$ cat config.mk
export PLATFORM = sky130hd
export DESIGN_NAME = reset_sequencer
export DESIGN_NICKNAME = d
export VERILOG_FILES = /design/src/rtl/rstseq_pkg.sv /design/src/rtl/rstseq_sync.sv /design/src/rtl/rstseq_pick.sv /design/src/rtl/rstseq_busmon.sv /design/src/rtl/reset_sequencer.sv
export SDC_FILE = /design/constraint.sdc
export NUM_CORES = 1
export LEC_CHECK = 0
export ABC_AREA = 1
export BUFFER_PORTS_ARGS = -buffer_cell sky130_fd_sc_hd__buf_2
export CAP_MARGIN = 20
export CORE_MARGIN = 5
export CORE_UTILIZATION = 45
export DETAILED_ROUTE_END_ITERATION = 16
export SETUP_SLACK_MARGIN = 0.4
export SLEW_MARGIN = 40
export SYNTH_ARGS = -nofsm -noshare
export SYNTH_HDL_FRONTEND = slang
export SYNTH_SLANG_ARGS = --single-unit
$ cat constraint.sdc
create_clock -name clk -period 1.7 [get_ports clk]
set_input_delay 0.255 -clock clk [delete_from_list [all_inputs] [get_ports clk]]
set_output_delay 0.255 -clock clk [all_outputs]
set_load 0.01 [all_outputs]
$ cat src/rtl/rstseq_pkg.sv
package rstseq_pkg;
  localparam int NSRC = 6;
  localparam int SRC_POR  = 0;
  localparam int SRC_PIN  = 1;
  localparam int SRC_WDG  = 2;
  localparam int SRC_HALT = 3;
  localparam int SRC_CLKL = 4;
  localparam int SRC_TEST = 5;
  localparam logic [NSRC-1:0] ASYNC_SET = 6'b001111;

  typedef enum logic [1:0] {ST_IDLE, ST_WAIT, ST_HOLD} seq_state_e;

  typedef struct packed {
    logic ext;
    logic clk;
    logic mst;
  } rst_lines_t;

  function automatic rst_lines_t lines_for(input logic [NSRC-1:0] oh);
    rst_lines_t l;
    l = '{ext: 1'b0, clk: 1'b0, mst: 1'b0};
    if (oh[SRC_POR] | oh[SRC_WDG] | oh[SRC_HALT] | oh[SRC_CLKL])
      l = '{ext: 1'b1, clk: 1'b1, mst: 1'b1};
    else if (oh[SRC_PIN])
      l = '{ext: 1'b0, clk: 1'b1, mst: 1'b1};
    else if (oh[SRC_TEST])
      l = '{ext: 1'b1, clk: 1'b0, mst: 1'b1};
    return l;
  endfunction
endpackage

$ cat src/rtl/rstseq_sync.sv
module rstseq_sync #(
  parameter int W      = 6,
  parameter int STAGES = 2
) (
  input  logic         clk,
  input  logic         rst,
  input  logic [W-1:0] d,
  output logic [W-1:0] q
);
  for (genvar i = 0; i < W; i++) begin : g_bit
    logic [STAGES-1:0] sh;
    always_ff @(posedge clk) begin
      if (rst) sh <= '0;
      else     sh <= {sh[STAGES-2:0], d[i]};
    end
    assign q[i] = sh[STAGES-1];
  end
endmodule

$ cat src/rtl/rstseq_pick.sv
module rstseq_pick #(
  parameter int W = 6
) (
  input  logic [W-1:0] req,
  output logic [W-1:0] oh
);
  // lowest index has the highest priority
  assign oh = req & (~req + W'(1));
endmodule

$ cat src/rtl/rstseq_busmon.sv
module rstseq_busmon #(
  parameter int LIMIT = 64
) (
  input  logic clk,
  input  logic rst,
  input  logic arm,
  input  logic busy,
  output logic expire
);
  localparam int CW = $clog2(LIMIT + 1);
  logic [CW-1:0] cnt;

  always_ff @(posedge clk) begin
    if (rst || !arm) cnt <= '0;
    else if (busy)   cnt <= cnt + CW'(1);
  end

  assign expire = arm && busy && (cnt == CW'(LIMIT - 1));

  // the counter never runs past its limit while armed
  a_r4_cnt_bound: assert property (@(posedge clk) disable iff (rst)
    arm |-> (cnt <= CW'(LIMIT - 1)));
endmodule

$ cat src/rtl/reset_sequencer.sv
module reset_sequencer
  import rstseq_pkg::*;
#(
  parameter int SYNC_STAGES = 2,
  parameter int HOLD_CYCLES = 512,
  parameter int BMON_LIMIT  = 64
) (
  input  logic            clk,
  input  logic            rst,
  input  logic            por_req,
  input  logic            pin_req,
  input  logic            wdog_req,
  input  logic            halt_req,
  input  logic            clkloss_req,
  input  logic            test_req,
  input  logic            bus_busy,
  output logic            ext_rst_o,
  output logic            clk_rst_o,
  output logic            mst_rst_o,
  output logic            bmon_abort_o,
  output logic [NSRC-1:0] cause_o
);
  localparam int HW = $clog2(HOLD_CYCLES + 1);

  logic [NSRC-1:0] raw, rq, a_rq, s_rq, a_oh, s_oh;
  assign raw  = {test_req, clkloss_req, halt_req, wdog_req, pin_req, por_req};
  assign a_rq = rq & ASYNC_SET;
  assign s_rq = rq & ~ASYNC_SET;

  rstseq_sync #(.W(NSRC), .STAGES(SYNC_STAGES)) u_sync (
    .clk(clk), .rst(rst), .d(raw), .q(rq));
  rstseq_pick #(.W(NSRC)) u_pick_a (.req(a_rq), .oh(a_oh));
  rstseq_pick #(.W(NSRC)) u_pick_s (.req(s_rq), .oh(s_oh));

  seq_state_e      st, st_n;
  logic [NSRC-1:0] pend, pend_n, go_oh;
  logic [HW-1:0]   hcnt;
  logic            go, release_n, abort_n, expire;
  rst_lines_t      lines;

  rstseq_busmon #(.LIMIT(BMON_LIMIT)) u_bmon (
    .clk(clk), .rst(rst), .arm(st == ST_WAIT), .busy(bus_busy), .expire(expire));

  always_comb begin
    st_n      = st;
    pend_n    = pend;
    go        = 1'b0;
    go_oh     = '0;
    abort_n   = 1'b0;
    release_n = 1'b0;
    unique case (st)
      ST_IDLE: begin
        if (|a_rq) begin
          go = 1'b1; go_oh = a_oh;
        end else if (|s_rq) begin
          if (!bus_busy) begin
            go = 1'b1; go_oh = s_oh;
          end else begin
            st_n = ST_WAIT; pend_n = s_oh;
          end
        end
      end
      ST_WAIT: begin
        if (|a_rq) begin
          go = 1'b1; go_oh = a_oh;
        end else if (!bus_busy) begin
          go = 1'b1; go_oh = pend;
        end else if (expire) begin
          go = 1'b1; go_oh = pend; abort_n = 1'b1;
        end
      end
      ST_HOLD: begin
        if (hcnt == HW'(HOLD_CYCLES - 1)) begin
          release_n = 1'b1; st_n = ST_IDLE;
        end
      end
      default: st_n = ST_IDLE;
    endcase
    if (go) begin
      st_n   = ST_HOLD;
      pend_n = '0;
    end
  end

  always_ff @(posedge clk) begin
    if (rst) begin
      st           <= ST_IDLE;
      pend         <= '0;
      hcnt         <= '0;
      lines        <= '{ext: 1'b0, clk: 1'b0, mst: 1'b0};
      bmon_abort_o <= 1'b0;
      cause_o      <= '0;
    end else begin
      st           <= st_n;
      pend         <= pend_n;
      bmon_abort_o <= abort_n;
      if (go) begin
        hcnt    <= '0;
        cause_o <= go_oh;
        lines   <= lines_for(go_oh);
      end else if (release_n) begin
        lines <= '{ext: 1'b0, clk: 1'b0, mst: 1'b0};
      end else if (st == ST_HOLD) begin
        hcnt <= hcnt + HW'(1);
      end
    end
  end

  assign ext_rst_o = lines.ext;
  assign clk_rst_o = lines.clk;
  assign mst_rst_o = lines.mst;

  // the master line covers every other asserted line
  a_r5_mst_covers: assert property (@(posedge clk) disable iff (rst)
    (ext_rst_o || clk_rst_o) |-> mst_rst_o);
  // all lines drop on the same edge
  a_r7_release_together: assert property (@(posedge clk) disable iff (rst)
    $fell(mst_rst_o) |-> (!ext_rst_o && !clk_rst_o));
  // the cause register is one-hot or empty
  a_r8_cause_onehot: assert property (@(posedge clk) disable iff (rst)
    $onehot0(cause_o));
  // cause cannot move while lines are held
  a_r9_cause_stable: assert property (@(posedge clk) disable iff (rst)
    (mst_rst_o && $past(mst_rst_o)) |-> $stable(cause_o));
  // an abort pulse only accompanies a starting reset
  a_r4_abort_with_reset: assert property (@(posedge clk) disable iff (rst)
    bmon_abort_o |-> (mst_rst_o && !$past(mst_rst_o)));
  // a deferred request stays deferred while the bus is busy
  a_r3_sync_waits: assert property (@(posedge clk) disable iff (rst)
    (st == ST_WAIT && bus_busy && !expire && !(|a_rq)) |=> !mst_rst_o);
endmodule

==> results_dict.tcl <==
set metrics [dict create \
    dr.pass1.iters 4 \
    cp-end-kind "flip-flop" \
    clock_latency_ns 0.30 \
    postLayoutCoreUtil_pct 61.50 \
    cts_made_buffers 5 \
    period_share_pct 79.66 \
    status "finished clean" \
    worst_pin_slew_ns 0.2766 \
    clk_pin_slew_worst_paths_ns 0.08 \
    vias 1623 \
    cp.required_ns 1.91 \
    multi_input_area_sq_um 999.7 \
    viasPerCell 4.746 \
    num_io_pins 19 \
    yosysUniqueCellTypes 30 \
    yosysMostFrequentCell "dfxtp_1" \
    dp_hpwl_um 2569 \
    synth_fp_nets 262 \
    irDropWorstVdd_mv 0.5490 \
    antennaDiodeCount 0 \
    num_rows 23 \
    synth_seq_cells 43 \
    grt.overflow.total 0 \
    holdWs_ns 0.1511 \
    postRouteAntennaNets 0 \
    nFillCells 362 \
    die_w_um 74.26 \
    setup_viol 0 \
    worstPathArrival_ns 1.56 \
    total_power_mw 2.009 \
    dp_cells 315 \
    core-area_sq_mm 0.004000 \
    stdcell_count 342 \
    clock_power_share_pct 32.2 \
    portBuffers 18 \
    drc 0 \
    timing.setup.tns_ns 0 \
    sequentialPowerShare_pct 52.9 \
    crit_type "flip-flop to flip-flop" \
    fmax_mhz 738.4 \
    nNetsFinal 302 \
    drt_iter0_markers 36 \
    ctsLongestPathBuffers 2 \
    powerDensity_mw_per_mm2 816.8 \
    grt_pass1_vias 1512 \
    gp_congestion 0.8207 \
    yosys.area.top_type_share_pct 46.33 \
    ys_top_cells_by_area "dfxtp_1 46%, nor2_1 8.5%, inv_1 8.3%" \
    postSynth.asyncResetShare_pct 0 \
    synth_area_sq_mm 0.001858 \
    relSlewSlack_pct 81.39 \
    grt_start_max_net_pins 23 \
    path_cells "ha_4 > nand2_4 > nor2_4 > nand3_2 > nand2_4 > nor2_4 > nand2_2 > inv_2 > nand3_1 > nand3_1 > inv_1" \
    intPower_mw 1.451 \
    cap_violations 0 \
    hold_violations 0 \
    cts_sinks 43 \
    wl_per_cell_um 11.40 \
    die_h_um 74.26 \
    drive_above_1_share_pct 39.73 \
    swShare_pct 27.77 \
    initial_core_util_pct 46.45 \
    synthToLayoutAreaGrowth_pct 32.39 \
    rsz0062_at_grt "yes" \
    synth_edf_count 0 \
    seqCellArea_sq_um 880.8 \
    totalWireLength_um 3900 \
    final-max-slew-violation-count 0 \
    seq_area_frac_synth_pct 46.33 \
    min_path_type "input pin to flip-flop" \
    crit_slowest_cell "dfxtp_4" \
    yosysWarnings 0 \
    grt_pass1_wl_um 6672 \
    dieArea_sq_mm 0.005514 \
    slowest_delay_ns 0.36 \
    synth_ff_type "dfxtp_1" \
    cts_tree "built" \
    post-route-min-period_ns 1.354 \
    track_usage_pct 15.78 \
    crit_path_start_kind "flip-flop" \
    finClkSkew_ns 0.005366 \
    synthCells 251 \
    antenna_found_initial 0 \
    combPwrFrac_pct 14.9 \
    yosys.area.top_type "dfxtp_1" \
    leakage_nw 1.093 \
    htreeDepth 2 \
    root_buffer "clkbuf_8" \
    synth.top_cells.by_count "43 x dfxtp_1, 42 x nor2_1, 41 x inv_1, 41 x nand2_1, 16 x a21oi_1" \
    p_sw_uw 558.0 \
    avgSynthCellArea_sq_um 7.403 \
    path_max_fanout 6 \
]
## final cells by class
type | count | area share, %
inverter | 44 | 7.019
timing repair buffer | 38 | 10.38
clock inverter | 3 | 0.8138
tap | 50 | 2.543
clock buffer | 5 | 2.798
sequential | 43 | 35.81
multi-input combinational | 159 | 40.64
## registers in the layout (all words and copies together), names as in the netlist
name / flops
bmon_abort_o: 1
cause_o: 6
clk_rst_o: 1
ext_rst_o: 1
hcnt: 10
mst_rst_o: 1
pend: 2
st: 2
u_bmon.cnt: 7
u_sync.g_bit.sh: 12
## cells in the final DEF, fill, tap and decap left out, drive strengths merged, types with 2 or more instances in the layout
master,Yosys,routed
clkbuf,3,5
o21ai,5,5
nand2,51,51
nand3,11,11
a31oi,2,2
buf,2,38
xor2,3,3
nor2,48,48
ha,2,2
clkinvlp,0,2
nor3,11,11
a21oi,17,17
inv,44,44
nand4,2,2
dfxtp,43,43
## critical path: cells and delay by family (launching register included)
| family | cells | cell delay [ns] |
|---|---|---|
| flip-flops | 1 | 0.36 |
| adder cells (fa/ha/maj) | 1 | 0.16 |
| buffers and inverters | 2 | 0.11 |
| AND/OR/NAND/NOR | 8 | 0.64 |
## kinds of logic (layout without fill, tap and decap cells)
family	count (synthesis)	in the layout	share of synthesized area, %
buf+inv	49	90	10.37
compound gates	26	26	7.610
flops	43	43	46.33
simple gates	127	127	32.39
fa+ha+maj	2	2	1.347
xor+xnor	3	3	1.414
mux	1	1	0.5387
## stage by stage
stage                     setup slack (ns)  cell area [sq um]
after detailed placement            0.1553               2051
after floorplan                     0.3971               1918
after global placement              0.1996               2051
after global routing                0.2490               2460
after CTS                           0.3488               2311
final                               0.3458               2460
## path summary, 6_finish.rpt
check / cells past startpoint / start / to / slack, ns
min: 3 / test_req / u_sync.g_bit[5].sh[0] / 0.15
max reg2reg: 11 / hcnt[0] / hcnt[8] / 0.35
min reg2reg: 2 / u_sync.g_bit[1].sh[0] / u_sync.g_bit[1].sh[1] / 0.40
max: 11 / hcnt[0] / hcnt[8] / 0.35
## routing by layer
layer | vias to the layer above | routed length [um] | GRT usage, %
met2 | 27 | 1987 | 26.38
li1 | 859 | - | -
met1 | 729 | 1686 | 19.17
met4 | 0 | 70 | 5.929
met5 | - | 0 | 0
met3 | 8 | 155 | 4.730
## power by group through the flow
stage          Clock, mW  Combinational, mW  Sequential [mW]
6_report           0.647              0.299             1.06
5_1_grt            0.716              0.332             1.07
4_1_cts            0.665              0.264             1.06
3_5_place_dp           0              0.201             1.09
3_3_place_gp           0              0.199             1.09
2_1_floorplan          0              0.151             1.09
## timing repair
item | CTS | global route
buffers inserted | 17 | 2
hold buffers | 0 | 0
pin swaps | 19 | 13
setup endpoints to repair | 21 | 27
resized for setup | 16 | 42
No activity file was read; power rests on OpenSTA's default activity.
